[src/rtl/tap_walker_pkg.sv]
package tap_walker_pkg;

  localparam int CODE_W = 5;
  localparam logic [CODE_W-1:0] CUR_CODE = 5'd16;

  typedef enum logic [3:0] {
    S_TLR   = 4'd0,
    S_RTI   = 4'd1,
    S_SELDR = 4'd2,
    S_CAPDR = 4'd3,
    S_SHDR  = 4'd4,
    S_EX1DR = 4'd5,
    S_PSDR  = 4'd6,
    S_EX2DR = 4'd7,
    S_UPDR  = 4'd8,
    S_SELIR = 4'd9,
    S_CAPIR = 4'd10,
    S_SHIR  = 4'd11,
    S_EX1IR = 4'd12,
    S_PSIR  = 4'd13,
    S_EX2IR = 4'd14,
    S_UPIR  = 4'd15
  } tap_st_t;

  typedef enum logic [1:0] {
    PH_IDLE = 2'd0,
    PH_LOW  = 2'd1,
    PH_HIGH = 2'd2
  } phase_t;

  // Controller transition on one rising TCK with the given TMS level.
  function automatic tap_st_t tap_next(tap_st_t s, logic m);
    tap_st_t n;
    case (s)
      S_TLR:   n = m ? S_TLR   : S_RTI;
      S_RTI:   n = m ? S_SELDR : S_RTI;
      S_SELDR: n = m ? S_SELIR : S_CAPDR;
      S_CAPDR: n = m ? S_EX1DR : S_SHDR;
      S_SHDR:  n = m ? S_EX1DR : S_SHDR;
      S_EX1DR: n = m ? S_UPDR  : S_PSDR;
      S_PSDR:  n = m ? S_EX2DR : S_PSDR;
      S_EX2DR: n = m ? S_UPDR  : S_SHDR;
      S_UPDR:  n = m ? S_SELDR : S_RTI;
      S_SELIR: n = m ? S_TLR   : S_CAPIR;
      S_CAPIR: n = m ? S_EX1IR : S_SHIR;
      S_SHIR:  n = m ? S_EX1IR : S_SHIR;
      S_EX1IR: n = m ? S_UPIR  : S_PSIR;
      S_PSIR:  n = m ? S_EX2IR : S_PSIR;
      S_EX2IR: n = m ? S_UPIR  : S_SHIR;
      default: n = m ? S_SELDR : S_RTI;
    endcase
    return n;
  endfunction

  // First TMS bit on the shortest route from s towards t (s != t).
  // Column states are folded to a local index: Sel=0 Cap=1 Sh=2 Ex1=3
  // Pause=4 Ex2=5 Upd=6, identical for the DR and IR columns.
  function automatic logic tap_hop(tap_st_t s, tap_st_t t);
    logic [3:0] sv, tv, sl, tl;
    logic       s_ir, t_ir, t_col, m;
    sv    = s;
    tv    = t;
    s_ir  = (sv >= 4'd9);
    t_ir  = (tv >= 4'd9);
    sl    = s_ir ? (sv - 4'd9) : (sv - 4'd2);
    tl    = t_ir ? (tv - 4'd9) : (tv - 4'd2);
    t_col = (tv >= 4'd2) && (s_ir == t_ir);
    case (s)
      S_TLR:   m = (t == S_TLR);
      S_RTI:   m = (t != S_RTI);
      default: begin
        case (sl)
          4'd0:    m = !t_col;
          4'd1:    m = !(t_col && (tl == 4'd2));
          4'd2:    m = 1'b1;
          4'd3:    m = !(t_col && ((tl == 4'd2) || (tl == 4'd4) || (tl == 4'd5)));
          4'd4:    m = 1'b1;
          4'd5:    m = !(t_col && ((tl == 4'd2) || (tl == 4'd3) || (tl == 4'd4)));
          default: m = (t != S_RTI);
        endcase
      end
    endcase
    return m;
  endfunction

endpackage

[src/rtl/tap_phase_timer.sv]
module tap_phase_timer #(
  parameter int W = 8
) (
  input  logic         clk,
  input  logic         rst_n,
  input  logic         clr,
  input  logic [W-1:0] lim,
  output logic         expire
);

  logic [W-1:0] cnt_q, cnt_d, lim_eff;

  always_comb begin
    lim_eff = (lim == '0) ? W'(1) : lim;
    expire  = !clr && (cnt_q == lim_eff - W'(1));
    if (clr || expire) cnt_d = '0;
    else               cnt_d = cnt_q + W'(1);
  end

  always_ff @(posedge clk or negedge rst_n) begin
    if (!rst_n) cnt_q <= '0;
    else        cnt_q <= cnt_d;
  end

endmodule

[src/rtl/tap_route.sv]
module tap_route
  import tap_walker_pkg::*;
(
  input  tap_st_t cur,
  input  tap_st_t tgt,
  input  logic    tms_in,
  output logic    hop_tms,
  output tap_st_t nxt
);

  always_comb begin
    hop_tms = tap_hop(cur, tgt);
    nxt     = tap_next(cur, tms_in);
  end

endmodule

[src/rtl/tap_walker.sv]
module tap_walker
  import tap_walker_pkg::*;
#(
  parameter int HALF_W     = 8,
  parameter int RESET_BITS = 9
) (
  input  logic              clk,
  input  logic              rst_n,
  input  logic              start,
  input  logic [4:0]        src_code,
  input  logic [4:0]        dst_code,
  input  logic [HALF_W-1:0] lo_clks,
  input  logic [HALF_W-1:0] hi_clks,
  output logic              tck,
  output logic              tms,
  output logic              tdi,
  output logic              busy,
  output logic              done,
  output logic              err,
  output logic [3:0]        cur_state
);

  localparam int LEFT_W = $clog2(RESET_BITS + 1);

  phase_t            ph_q, ph_d;
  logic              tck_q, tck_d, tms_q, tms_d;
  tap_st_t           walk_q, walk_d, tgt_q, tgt_d;
  logic              fixed_q, fixed_d;
  logic [LEFT_W-1:0] left_q, left_d;
  logic              boot_q, boot_d, done_q, done_d, err_q, err_d;

  logic [4:0]        req_src, req_dst;
  logic              req_go, req_bad;
  tap_st_t           src_r, dst_r, rt_cur, rt_tgt, rt_nxt;
  logic              rt_hop, tmr_exp, fin;
  logic [HALF_W-1:0] tmr_lim;

  // Request decode: the post-reset run is an implicit "current -> reset".
  always_comb begin
    req_src = boot_q ? CUR_CODE : src_code;
    req_dst = boot_q ? 5'd0     : dst_code;
    req_go  = (ph_q == PH_IDLE) && (boot_q || start);
    req_bad = (req_src > CUR_CODE) || (req_dst > CUR_CODE);
    src_r   = (req_src == CUR_CODE) ? walk_q : tap_st_t'(req_src[3:0]);
    dst_r   = (req_dst == CUR_CODE) ? walk_q : tap_st_t'(req_dst[3:0]);
    rt_cur  = (ph_q == PH_IDLE) ? src_r : walk_q;
    rt_tgt  = (ph_q == PH_IDLE) ? dst_r : tgt_q;
    tmr_lim = (ph_q == PH_HIGH) ? hi_clks : lo_clks;
  end

  tap_route u_route (
    .cur     (rt_cur),
    .tgt     (rt_tgt),
    .tms_in  (tms_q),
    .hop_tms (rt_hop),
    .nxt     (rt_nxt)
  );

  tap_phase_timer #(.W(HALF_W)) u_timer (
    .clk    (clk),
    .rst_n  (rst_n),
    .clr    (ph_q == PH_IDLE),
    .lim    (tmr_lim),
    .expire (tmr_exp)
  );

  always_comb begin
    ph_d    = ph_q;
    tck_d   = tck_q;
    tms_d   = tms_q;
    walk_d  = walk_q;
    tgt_d   = tgt_q;
    fixed_d = fixed_q;
    left_d  = left_q;
    boot_d  = boot_q;
    done_d  = 1'b0;
    err_d   = 1'b0;
    fin     = fixed_q ? (left_q == '0) : (walk_q == tgt_q);
    case (ph_q)
      PH_IDLE: begin
        if (req_go) begin
          boot_d = 1'b0;
          if (req_bad) begin
            err_d = 1'b1;
          end else if (req_src == req_dst) begin
            done_d = 1'b1;
          end else if (dst_r == S_TLR) begin
            fixed_d = 1'b1;
            left_d  = LEFT_W'(RESET_BITS);
            tms_d   = 1'b1;
            walk_d  = src_r;
            ph_d    = PH_LOW;
          end else if (src_r == dst_r) begin
            if ((dst_r == S_RTI) || (dst_r == S_PSDR) || (dst_r == S_PSIR)) begin
              fixed_d = 1'b1;
              left_d  = LEFT_W'(1);
              tms_d   = 1'b0;
              ph_d    = PH_LOW;
            end else begin
              done_d = 1'b1;
            end
          end else begin
            fixed_d = 1'b0;
            walk_d  = src_r;
            tgt_d   = dst_r;
            tms_d   = rt_hop;
            ph_d    = PH_LOW;
          end
        end
      end
      PH_LOW: begin
        if (tmr_exp) begin
          tck_d  = 1'b1;
          walk_d = rt_nxt;
          if (fixed_q) left_d = left_q - LEFT_W'(1);
          ph_d   = PH_HIGH;
        end
      end
      PH_HIGH: begin
        if (tmr_exp) begin
          tck_d = 1'b0;
          if (fin) begin
            ph_d   = PH_IDLE;
            done_d = 1'b1;
          end else begin
            ph_d = PH_LOW;
            if (!fixed_q) tms_d = rt_hop;
          end
        end
      end
      default: ph_d = PH_IDLE;
    endcase
  end

  always_ff @(posedge clk or negedge rst_n) begin
    if (!rst_n) begin
      ph_q    <= PH_IDLE;
      tck_q   <= 1'b0;
      tms_q   <= 1'b1;
      walk_q  <= S_TLR;
      tgt_q   <= S_TLR;
      fixed_q <= 1'b1;
      left_q  <= '0;
      boot_q  <= 1'b1;
      done_q  <= 1'b0;
      err_q   <= 1'b0;
    end else begin
      ph_q    <= ph_d;
      tck_q   <= tck_d;
      tms_q   <= tms_d;
      walk_q  <= walk_d;
      tgt_q   <= tgt_d;
      fixed_q <= fixed_d;
      left_q  <= left_d;
      boot_q  <= boot_d;
      done_q  <= done_d;
      err_q   <= err_d;
    end
  end

  assign tck       = tck_q;
  assign tms       = tms_q;
  assign tdi       = 1'b1;
  assign busy      = boot_q || (ph_q != PH_IDLE);
  assign done      = done_q;
  assign err       = err_q;
  assign cur_state = walk_q;

endmodule

[config.mk]
export PLATFORM = sky130hd
export DESIGN_NAME = tap_walker
export DESIGN_NICKNAME = d
export VERILOG_FILES = /design/src/rtl/tap_walker_pkg.sv /design/src/rtl/tap_phase_timer.sv /design/src/rtl/tap_route.sv /design/src/rtl/tap_walker.sv
export SDC_FILE = /design/constraint.sdc
export NUM_CORES = 1
export LEC_CHECK = 0
export ABC_AREA = 1
export ABC_CLOCK_PERIOD_IN_PS = 5400
export BUFFER_PORTS_ARGS = -buffer_cell sky130_fd_sc_hd__buf_2
export CORE_UTILIZATION = 35
export DETAILED_ROUTE_END_ITERATION = 6
export MAX_ROUTING_LAYER = met4
export PLACE_DENSITY_LB_ADDON = 0.08
export SYNTH_ARGS = -nofsm -noshare
export SYNTH_HDL_FRONTEND = slang
export SYNTH_SLANG_ARGS = --single-unit
[constraint.sdc]
create_clock -name clk -period 5.4 [get_ports clk]
set_input_delay 0.81 -clock clk [delete_from_list [all_inputs] [get_ports clk]]
set_output_delay 0.81 -clock clk [all_outputs]
set_load 0.03 [all_outputs]
# Word level (Yosys, flattened, before mapping)
# Index checks and enable logic that the tools add are counted.
[totals]
reg_bits = 28
output_inout_bits = 10
word_cells = 199
[op_classes]
n_addsub = 7
order_cmp = 5
n_eq_ne = 48
n_mux = 81
bitwise = 4
n_reduce_logical = 43
[ops]
columns = ["cell", "count"]
rows = [
  ["4-bit two-way mux", 24],
  ["4-bit one-hot mux with 11 select lines", 1],
  ["4-bit by 3-bit equality test with 1-bit output, second input constant", 9],
  ["1-bit two-way mux", 30],
  ["4-bit equality test, second input constant", 7],
  ["4-bit by 2-bit equality test with 1-bit output, second input constant", 6],
  ["8-bit two-way mux", 3],
  ["2-bit two-way mux", 11],
  ["4-bit zero test", 5],
  ["6-bit AND reduction", 3],
  ["2-bit != test, second input constant", 8],
  ["4-bit one-hot mux with 2 select lines", 2],
  ["8-bit AND reduction", 2],
  ["4-bit by 1-bit equality test with 1-bit output, second input constant", 3],
  ["5-bit equality test, second input constant", 2],
  ["5-bit greater-than comparator, second input constant", 2],
  ["1-bit logical OR", 10],
  ["5-bit two-way mux", 2],
  ["3-bit != test, second input constant", 3],
  ["8-bit by 1-bit adder with 8-bit output, second input constant", 1],
  ["4-bit equality test", 2],
  ["8-bit equality test", 1],
  ["4-bit greater-or-equal comparator, second input constant", 2],
  ["8-bit zero test", 1],
  ["other kinds (25)", 48],
]

# Logic depth before layout (Yosys ltp)
# Gate-level depths: netlist (run 1).
[depth]
ltp_word = 19
depth_mapped = 25
depth_no_buf = 24

# Cells and area by module
# Synthesis (run 1) repeated with hierarchy kept, for this count alone.
[hier_totals]
cells_unflattened = 589
area_unflattened_um2 = 3567.2
[modules_own_cells]
columns = ["mod", "instances", "cells_each", "area_each_um2", "seq_area_each_um2"]
rows = [
  ["tap_walker", 1, 322, 1975.6, 504.2],
  ["tap_route", 1, 153, 870.8, 0.0],
  ["tap_phase_timer", 1, 114, 720.7, 200.2],
]

# Worst setup path before layout (run 1)
# Ideal clock, no wire load.
[synth_path]
path_type = "input -> register"
startpoint = "input port src_code[2]"
endpoint = "register tms_q (netlist: tms)"
setup_time_ns = 0.073
t_arrival_ns = 3.082
t_required_ns = 5.327
path_slack_ns = 2.245
cell_stages = 20
path_buffers = 0
cell_sequence = "o21ai_0 -> nand3_1 -> o21ai_0 -> nand2_1 -> o21ai_0 -> inv_1 -> ha_1 -> nand3_1 -> nand2_1 -> nand2_1 -> nand2_1 -> nor2_1 -> nand2_1 -> nand2_1 -> nand2_1 -> nand2_1 -> nand2_1 -> nand2_1 -> nand2_1 -> a21oi_1"
[synth_via]
elab_chain_cells = 17
word_cells_on_any_way = 45
[synth_rtl]
columns = ["element", "line", "rtl"]
rows = [
  ["start, declared", "tap_walker.sv:10", "input logic [4:0] src_code,"],
  ["5-bit two-way mux *", "tap_walker.sv:40", "req_src = boot_q ? CUR_CODE : src_code;"],
  ["branches (longest 16 deep; another with 4-bit by 2-bit subtractor with 4-bit output)", "n/a", ""],
  ["end signal, assigned", "tap_walker.sv:150", "tms_q <= tms_d;"],
  ["end, declared", "tap_walker.sv:26", "logic tck_q, tck_d, tms_q, tms_d;"],
]
# Every way passes the cells marked *. The select of a mux whose other input is x is not followed.
# A chain may end at the register's enable or synchronous reset.

# Worst setup path in the final report (run 1)
[layout_path]
startpoint = "register ph_q[1]"
endpoint = "register tms_q (netlist: tms)"
[layout_via]
elab_chain_cells = 17
word_cells_on_any_way = 69
[layout_rtl]
columns = ["element", "line", "rtl"]
rows = [
  ["start, declared", "tap_walker.sv:25", "phase_t ph_q, ph_d;"],
  ["start signal, assigned", "tap_walker.sv:148", "ph_q <= ph_d;"],
  ["2-bit zero test", "n/a", ""],
  ["4-bit two-way mux", "tap_walker.sv:47", "rt_tgt = (ph_q == PH_IDLE) ? dst_r : tgt_q;"],
  ["4-bit by 2-bit subtractor with 4-bit output (tied with other cells)", "tap_walker_pkg.sv:66", "tl = t_ir ? (tv - 4'd9) : (tv - 4'd2);"],
  ["4-bit two-way mux", "tap_walker_pkg.sv:66", ""],
  ["4-bit by 2-bit equality test with 1-bit output (tied with other cells)", "tap_walker_pkg.sv:74, tap_walker_pkg.sv:76, tap_walker_pkg.sv:78", ""],
  ["1-bit logical OR (on tied branches) (2 in series)", "tap_walker_pkg.sv:78, tap_walker_pkg.sv:76", ""],
  ["1-bit logical AND (on tied branches)", "tap_walker_pkg.sv:78, tap_walker_pkg.sv:76", ""],
  ["1-bit zero test (on tied branches)", "tap_walker_pkg.sv:78, tap_walker_pkg.sv:76", ""],
  ["1-bit one-hot mux with 5 select lines", "tap_walker_pkg.sv:72", "case (sl)"],
  ["1-bit one-hot mux with 2 select lines", "tap_walker_pkg.sv:68", "case (s)"],
  ["1-bit two-way mux", "tap_walker.sv:93", "end else if (src_r == dst_r) begin"],
  ["1-bit two-way mux", "tap_walker.sv:87", "end else if (dst_r == S_TLR) begin"],
  ["1-bit two-way mux", "tap_walker.sv:85", "end else if (req_src == req_dst) begin"],
  ["1-bit two-way mux", "tap_walker.sv:83", "if (req_bad) begin"],
  ["1-bit two-way mux", "tap_walker.sv:81", "if (req_go) begin"],
  ["1-bit one-hot mux with 2 select lines", "tap_walker.sv:79", "case (ph_q)"],
]
# Several ways; a longest one is shown, not always the timed one. The select of a mux whose other input is x is not followed.

==> metrics.md, run 1 <==
| Metric | Value |
|---|---|
| Outcome | finished clean |
| Critical path startpoint category | register |
| Commonest non-fill, non-tap cell in the layout | nand2_1 |
| Router iterations before antenna repair | 4 |
| Gr usage total | 0.1967 |
| ANT nets after route | 0 |
| Yosys reg bits | 28 |
| Top_reg_cell synth | dfrtp_1 |
| Layout fillers | 901 |
| Post-synth EDFFs | 0 |
| Ant. Diodes | 0 |
| Final worst slack | 1626 ps |
| Fraction of registers with async set/reset | 1.000 |
| Full die area | 0.008841 sq mm |
| Share of cells above drive strength 1 | 0.1442 |
| CTS root buffer | clkbuf_8 |
| Final WL | 7826 um |
| CTS clk-pin slew, worst paths | 100 ps |
| Detailed Place HPWL | 6349 um |
| HP Class | reg2reg |
| Worst EP arrival | 3980 ps |
| Clock Tree Buf Depth | 2 |
| Slew HR | 0.5284 |
| Clk_lat worst skew | 270 ps |
| Worst-Margin Slew | 706.7 ps |
| Global route overflow | 0 |
| Req. time, crit path | 5610 ps |
| Fin util | 0.4006 |
| Die Ht | 94.03 um |
| Commonest non-fill, non-tap cells in the layout | nand2_1 (145), inv_1 (61), nor2_1 (44) |
| Power density over the cells | 567.0 mW/mm^2 |
| Post-Syn Area | 0.002964 sq mm |
| First-pass GRT wire length | 13520 um |
| Final instance area | 0.003292 sq mm |
| Finish-stage setup viols | 0 |
| Distinct cell type count after synthesis | 41 |
| Largest net degree at the start of global routing | 29 |
| Power after layout | 1.866 mW |
| Buffers on Ports | 37 |
| Cells after Synth | 477 |
| Vias in the first global route | 2897 |
| Routed vias/inst | 4.992 |
| Post-CTS setup buffer count | 0 |
| Starting DRT DRC Count | 200 |
| Total CTS buffers | 3 |
| Final nets | 553 |
| Pins Over Slew Limit | 0 |
| Max FO, Critical Path | 18 |
| Achievable clock frequency | 265.0 MHz |
| Die Width | 94.03 um |
| Peak VDD IR | 0.0001697 V |
| Residual DRC count | 0 |
| DR vias | 3085 |
| CTS Hold Buffers Added | 0 |
| Crit path time final | 3774 ps |
| Max Clock Skew | 3.772 ps |
| Max_cap viols | 0 |
| Initial Utilization | 0.3607 |
| Total negative slack | 0 ps |
| RSZ-0062 raised after global routing | false |
| Crit Path Category | reg2reg |
| Reg area | 704.4 sq um |
| Core area | 0.008217 sq mm |
| Placed Instance Area | 0.003221 sq mm |
| Static Leakage | 1.781 nW |
| Mean Syn Cell Area | 6.214 sq um |
| CTS tree | yes |
| # rows | 33 |
| Pre-CTS setup slack | 1569 ps |
| IO Count | 39 |
| Sequential cell area fraction in the yosys report | 0.2377 |
| Hold Fails Final Rpt | 0 |
| Setup crit end kind | register |
| Area growth, synth to finish | 11.06% |
| Syn nets | 516 |
| Yosys Warn Count | 0 |
| CTS resizes | 0 |
| Tcrit/Tclk final | 0.6988 |
| RePlAce Congestion | 0.8652 |
| Initial antenna violation count | 0 |
| H-Tree Depth | 1 |
| Clk sinks | 28 |
| Avg WL per Cell | 12.66 um |
| Multi-input logic area | 0.001948 sq mm |
synthesized netlist by cell type (2+ instances only):
library cell / number / area (sq um)
a21oi_1: 11 / 55.05
a31oi_1: 4 / 25.02
and2_1: 2 / 12.51
buf_4: 2 / 15.01
dfrtp_1: 25 / 625.6
dfstp_2: 3 / 78.83
ha_1: 10 / 125.1
inv_1: 61 / 229.0
inv_2: 5 / 18.77
nand2_1: 145 / 544.3
nand2_2: 7 / 43.79
nand2_4: 2 / 22.52
nand3_1: 34 / 170.2
nand4_1: 11 / 68.82
nor2_1: 44 / 165.2
nor2_2: 6 / 37.54
nor3_1: 9 / 45.04
nor3b_1: 4 / 30.03
nor4_1: 3 / 18.77
o21ai_0: 34 / 170.2
o21ai_1: 7 / 35.03
o21ai_2: 4 / 35.03
o22ai_1: 3 / 18.77
o31ai_1: 3 / 22.52
or2_2: 2 / 12.51
xnor2_1: 5 / 43.79
xor2_1: 17 / 148.9
final timing paths:
kind | start | endpoint | slack [ps] | cells past startpoint
worst max register to register | ph_q[1] | tms | 1630 | 18
worst min-delay path | tck | tck | 480 | 2
worst min register to register | tck | tck | 480 | 2
worst max-delay path | ph_q[1] | tms | 1630 | 18
min in group asynchronous | rst_n | left_q[0] | 550 | 1
max in group asynchronous | rst_n | ph_q[1] | 4420 | 1
worst max-delay path, stage by stage (launching register included):
cell     delay (ps)
dfrtp_1         460
nor2_2          590
inv_1           360
o21ai_0         580
inv_1           200
ha_1            310
nand3_1         270
nand2_1         190
nand2_1         100
nand2_1          70
nor2_1          100
nand2_1          50
nand2_1          60
nand2_1          50
nand2_1          60
nand2_1          40
nand2_1          50
nand2_1          50
a21oi_1         120
registers in the layout, indices dropped and copies added (netlist names):
register / count
fixed_q: 1
ph_q: 2
cur_state: 4
u_timer.cnt_q: 8
tgt_q: 4
tck: 1
boot_q: 1
left_q: 4
tms: 1
err: 1
done: 1
where the power goes:
part	internal (mW)	total, mW	leakage [nW]	switching (mW)
Clock	0.0992	0.166	0.0357	0.0665
Combinational	0.449	1.32	1.39	0.870
Sequential	0.290	0.381	0.353	0.0910
final cells by class:
type / count / area share
multi-input cells: 377 / 0.5918
flip-flops and latches: 28 / 0.2140
inverters: 67 / 0.07640
repair buffers: 37 / 0.05625
well taps: 105 / 0.03991
clock buffers: 3 / 0.01254
clock inverters: 1 / 0.009122
stage by stage:
step                hold WS (ps)  std cells
finish                     476.1        618
global route               497.7        618
CTS                        478.6        618
detailed placement         454.2        614
global placement           457.2        614
floorplan                  472.2        477
cell families (layout without fill, tap and decap cells):
logic type / after synthesis / after routing / share of synthesized area
adders and majority gates: 10 / 10 / 0.04221
buffers and inverters: 72 / 108 / 0.1051
muxes: 1 / 1 / 0.003377
and+or+nand+nor: 275 / 275 / 0.4154
xor gates and xnor gates: 23 / 23 / 0.07049
other: 1 / 1 / 0.001265
AOI/OAI and AO/OA: 67 / 67 / 0.1245
DFF: 28 / 28 / 0.2377
per-layer routing:
metal | track usage | vias up | routed length (um)
met5 | - | - | 0
met4 | 0.01795 | 0 | 14
met3 | 0.01214 | 2 | 298
met2 | 0.3242 | 72 | 3450
met1 | 0.2751 | 1403 | 4062
li1 | - | 1608 | -
No activity file was read; power rests on OpenSTA's default activity.
==> run 2: changes to the inputs <==
--- a/config.mk
+++ b/config.mk
@@ -6,7 +6,7 @@
 export NUM_CORES = 1
 export LEC_CHECK = 0
 export ABC_AREA = 1
-export ABC_CLOCK_PERIOD_IN_PS = 5400
+export ABC_CLOCK_PERIOD_IN_PS = 3380
 export BUFFER_PORTS_ARGS = -buffer_cell sky130_fd_sc_hd__buf_2
 export CORE_UTILIZATION = 35
 export DETAILED_ROUTE_END_ITERATION = 6
==> constraint.sdc (replaced) <==
create_clock -name clk -period 3.38 [get_ports clk]
set_input_delay 0.507 -clock clk [delete_from_list [all_inputs] [get_ports clk]]
set_output_delay 0.507 -clock clk [all_outputs]
set_load 0.03 [all_outputs]
==> run 2 against run 1 <==
  * Total power rose by 65%
  * Wire length rose by 1.7%
  * Setup slack got worse by 1400 ps
  * Critical path type unchanged
  * Die area did not move
  * Clock power rose by 63%
  * Largest cell class unchanged
  * Core utilization rose by 2.1 points
  * Worst hold slack got worse by 240 ps
  * Count of clock-buffer cells in the layout did not move
==> metrics.md, run 2 (same netlist as run 1, synthesis figures left out) <==
| Metric | Value |
|---|---|
| Core area | 0.008217 sq mm |
| IO Count | 39 |
| First-pass GRT wire length | 13430 um |
| H-Tree Depth | 1 |
| Max Clock Skew | 9.498 ps |
| Full die area | 0.008841 sq mm |
| Number of flip-flops in the largest register | 8 |
| Area growth, synth to finish | 16.93% |
| Total CTS buffers | 3 |
| Placed Instance Area | 0.003281 sq mm |
| Achievable clock frequency | 317.5 MHz |
| Router iterations before antenna repair | 5 |
| Final instance area | 0.003466 sq mm |
| Final nets | 570 |
| Buffers on Ports | 37 |
| Biggest register | u_timer.cnt_q |
| Worst-Margin Slew | 649.5 ps |
| Routed met2 length | 3520 um |
| Final WL | 7959 um |
| RePlAce Congestion | 0.8496 |
| Clk_lat worst skew | 280 ps |
| Crit path time final | 3149 ps |
| Max_cap viols | 0 |
| Commonest non-fill, non-tap cells in the layout | nand2_1 (145), inv_1 (61), nor2_1 (44) |
| Outcome | finished clean |
| Req. time, crit path | 3560 ps |
| Die Width | 94.03 um |
| CTS root buffer | clkbuf_8 |
| Non-filler instance count after layout | 635 |
| CTS Hold Buffers Added | 0 |
| Avg WL per Cell | 12.53 um |
| Commonest non-fill, non-tap cell in the layout | nand2_1 |
| Peak VDD IR | 0.0003253 V |
| Worst EP arrival | 3330 ps |
| Hold Fails Final Rpt | 0 |
| Clk sinks | 28 |
| Global route overflow | 0 |
| Power density over the cells | 887.6 mW/mm^2 |
| Vias in the first global route | 2913 |
| # rows | 33 |
| Residual DRC count | 0 |
| Placed Cells | 622 |
| Layout fillers | 931 |
| DR WL met3 | 324 um |
| Clock Tree Buf Depth | 2 |
| Highest Signal Layer | met4 |
| Tcrit/Tclk final | 0.9317 |
| Share of cells above drive strength 1 | 0.1811 |
| Static Leakage | 1.854 nW |
| Critical path startpoint category | register |
| Largest net degree at the start of global routing | 29 |
| HP Class | in2async |
| Die Ht | 94.03 um |
| M1 WL | 4091 um |
| Initial Utilization | 0.3607 |
| Detailed Place HPWL | 6441 um |
| CTS clk-pin slew, worst paths | 100 ps |
| Initial antenna violation count | 0 |
| CTS tree | yes |
| Finish-stage setup viols | 0 |
| DR vias | 3169 |
| Starting DRT DRC Count | 118 |
| Routed vias/inst | 4.991 |
| Max FO, Critical Path | 15 |
| Setup crit end kind | register |
| Gr usage total | 0.1943 |
| ANT nets after route | 0 |
| Crit Path Category | reg2reg |
| Pins Over Slew Limit | 0 |
| Slew HR | 0.5670 |
| Ant. Diodes | 0 |
## run 2: cell type report
type	instances	area [sq um]	share of cell area
Sequential cell	28	706.9	0.2040
Clock buffer	3	41.29	0.01191
Inverter	67	256.5	0.07401
Tap cell	105	131.4	0.03791
Timing Repair Buffer	54	312.8	0.09025
Clock inverter	1	30.03	0.008664
Multi-Input combinational cell	377	1987	0.5733
## run 2: worst paths after layout
check	startpoint	cells past startpoint	to	slack (ps)
setup / recovery	ph_q[0]	22	cur_state[1]	230
hold reg to reg	tck	2	tck	490
max in group asynchronous	rst_n	1	ph_q[0]	2680
hold / removal	rst_n	1	u_timer.cnt_q[4]	240
min in group clk	tck	2	tck	490
setup reg to reg	ph_q[0]	22	cur_state[1]	230
## run 2: power by group
part           leakage (nW)  internal (mW)  switching [mW]
sequential            0.351          0.465           0.142
clock                0.0357          0.159           0.111
combinational          1.47          0.785            1.41
total                  1.85           1.41            1.67
## run 2: what timing repair did
action                                  CTS  global route
setup buffers                             0             9
endpoints found under the setup margin    0            20
gates resized for setup                   0            13
## run 2: worst max-delay path, cell delays in order, from the launching register on
cell	delay (ps)
dfrtp_2	450
inv_4	100
nand2_8	110
o21ai_4	200
inv_1	90
nor2_4	150
nand4_2	120
nand2_2	110
inv_2	50
ha_1	220
nand3_2	100
nor2_1	50
xor2_1	220
or2_4	170
nand2_2	40
nor2_2	110
nand2_2	70
nor2_4	150
nor2_2	70
nor3_4	260
inv_1	70
nand2_1	60
nand2_1	50
## run 2: per-layer routing
metal / track usage / up-vias
met1: 0.2690 / 1446
li1: - / 1640
met5: - / -
met4: 0.01667 / 0
met2: 0.3181 / 78
met3: 0.02023 / 5
## run 2: per-stage QoR
step           power [mW]  hold slack, ps  TNS [ps]  utilization  worst slack, ps
2_1_floorplan       2.240           211.4         0            -            463.6
3_3_place_gp        2.775           486.0         0       0.3993            112.9
3_5_place_dp        2.759           474.4         0       0.3993            58.80
4_1_cts             3.046           265.1         0       0.4079            25.67
5_1_grt             3.455           279.0    -68.63       0.4218           -30.14
6_report            3.076           236.6         0       0.4218            230.9
==> run 3: changes to the inputs <==
--- a/config.mk
+++ b/config.mk
@@ -8,10 +8,11 @@
 export ABC_AREA = 1
 export ABC_CLOCK_PERIOD_IN_PS = 3380
 export BUFFER_PORTS_ARGS = -buffer_cell sky130_fd_sc_hd__buf_2
+export CORE_MARGIN = 1
 export CORE_UTILIZATION = 35
 export DETAILED_ROUTE_END_ITERATION = 6
 export MAX_ROUTING_LAYER = met4
-export PLACE_DENSITY_LB_ADDON = 0.08
+export PLACE_DENSITY_LB_ADDON = 0.1
 export SYNTH_ARGS = -nofsm -noshare
 export SYNTH_HDL_FRONTEND = slang
 export SYNTH_SLANG_ARGS = --single-unit
==> run 3 against run 2 <==
  * Wire length is 2.4% higher
  * Core utilization is 0.61 points higher
  * Worst hold slack better by 9.6 ps
  * Final cell count is 0.94% higher
  * Global-route usage is 0.25 points lower
  * Highest routed layer unchanged
==> metrics.md, run 3 (same netlist as run 1, synthesis figures left out) <==
| Metric | Value |
|---|---|
| Outcome | finished clean |
| Commonest non-fill, non-tap cells in the layout | nand2_1 (145), inv_1 (60), nor2_1 (43) |
| Clock Tree Buf Depth | 2 |
| Worst EP arrival | 3330 ps |
| Pins Over Slew Limit | 0 |
| Fin util | 0.4279 |
| Ant. Diodes | 0 |
| Pre-CTS setup slack | 65.34 ps |
| Max_cap viols | 0 |
| Worst hold slack | 246.2 ps |
| Slew HR | 0.5508 |
| Biggest register | u_timer.cnt_q |
| Initial antenna violation count | 0 |
| Area growth, synth to finish | 18.62% |
| GR Util met1 | 0.2749 |
| Layout fillers | 880 |
| Total CTS buffers | 3 |
| Setup crit end kind | register |
| Die Width | 94.03 um |
| Final worst slack | 217.6 ps |
| GR Layer Usage met2 | 0.3066 |
| Core area | 0.008217 sq mm |
| CTS root buffer | clkbuf_8 |
| Share of cells above drive strength 1 | 0.1959 |
| Max Clock Skew | 10.77 ps |
| Finish-stage setup viols | 0 |
| Buffers on Ports | 37 |
| Number of flip-flops in the largest register | 8 |
| Starting DRT DRC Count | 139 |
| CTS clk-pin slew, worst paths | 110 ps |
| Power density over the cells | 892.9 mW/mm^2 |
| Hold Fails Final Rpt | 0 |
| HP Class | in2async |
| Final nets | 576 |
| Crit path time final | 3162 ps |
| Tcrit/Tclk final | 0.9356 |
| Avg WL per Cell | 12.71 um |
| Largest net degree at the start of global routing | 29 |
| Final instance area | 0.003516 sq mm |
| Crit Path Category | reg2reg |
| H-Tree Depth | 1 |
| Critical path startpoint category | register |
| Routed vias/inst | 4.860 |
| Max FO, Critical Path | 14 |
| IO Count | 39 |
| Vias in the first global route | 2778 |
| Achievable clock frequency | 316.2 MHz |
| GRT met3 Usage | 0.01780 |
| Commonest non-fill, non-tap cell in the layout | nand2_1 |
| Residual DRC count | 0 |
| RePlAce Congestion | 0.8717 |
| CTS Hold Buffers Added | 0 |
| Gr usage total | 0.1918 |
| First-pass GRT wire length | 13230 um |
| Worst-Margin Slew | 673.8 ps |
| Placed Instance Area | 0.003281 sq mm |
| Full die area | 0.008841 sq mm |
| Req. time, crit path | 3550 ps |
| Die Ht | 94.03 um |
| Clk sinks | 28 |
| Initial Utilization | 0.3607 |
| Final WL | 8148 um |
| Global route overflow | 0 |
| Static Leakage | 1.879 nW |
| Clk_lat worst skew | 280 ps |
| # rows | 33 |
| ANT nets after route | 0 |
| Detailed Place HPWL | 6379 um |
| CTS tree | yes |
| Router iterations before antenna repair | 4 |
| Peak VDD IR | 0.0002889 V |
| Gr busiest metal | met2 |
| DR vias | 3115 |
[run 3: changes by cell type in the layout (fill, tap and decap cells not counted), sizes merged]
cell and change:
buf +6
[run 3: path summary, 6_finish.rpt]
kind | from | endpoint | slack, ps | cells after the start
max in group asynchronous | rst_n | ph_q[0] | 2660 | 1
max | ph_q[0] | cur_state[1] | 220 | 24
min reg2reg | tck | tck | 500 | 2
min | rst_n | done | 250 | 1
max reg2reg | ph_q[0] | cur_state[1] | 220 | 24
min in group clk | tck | tck | 500 | 2
[run 3: layout make-up]
class / instances / area, sq um / share of cell area
clock inverter: 1 / 30.03 / 0.008541
timing repair buffer: 60 / 357.8 / 0.1018
clock buffer: 3 / 41.29 / 0.01174
inverter: 67 / 256.5 / 0.07295
tap: 105 / 131.4 / 0.03737
multi-input combinational: 377 / 1992 / 0.5665
sequential: 28 / 706.9 / 0.2011
[run 3: critical path, stage by stage, from the launching register on]
cell,delay [ps]
dfrtp_2,460
inv_4,100
nand2_8,100
buf_4,160
nand2_2,50
o21ai_2,70
nand2_2,80
nor2_2,40
nand4_2,70
nand2_2,80
inv_2,80
ha_2,190
nand3_2,110
nor2_2,110
xor2_1,230
or2_4,170
nand2_2,40
nor2_2,110
nand2_2,70
nor2_4,170
nor2_2,80
nor3_4,300
inv_1,70
nand2_1,60
nand2_1,50
[run 3: power breakdown]
| group | total, mW | internal [mW] | switching (mW) |
|---|---|---|---|
| registers | 0.603 | 0.465 | 0.138 |
| logic | 2.26 | 0.821 | 1.44 |
| clock network | 0.273 | 0.159 | 0.114 |
[run 3: metrics by stage]
step,instances,power (mW),setup TNS (ps)
floorplan,477,2.240,0
global placement,622,2.781,0
detailed placement,622,2.769,0
CTS,626,3.053,0
global route,641,3.512,-34.00
finish,641,3.139,0
[run 3: what timing repair did]
item / in CTS / in global routing
setup endpoints to repair: 0 / 18
buffers inserted: 0 / 15
resized for setup: 0 / 17
[run 3: per-layer routing]
| layer | up-vias | part of all wire |
|---|---|---|
| met4 | 0 | 0.00086 |
| met1 | 1394 | 0.51 |
| met2 | 64 | 0.45 |
| met3 | 2 | 0.042 |
| li1 | 1655 | - |
| met5 | - | 0 |
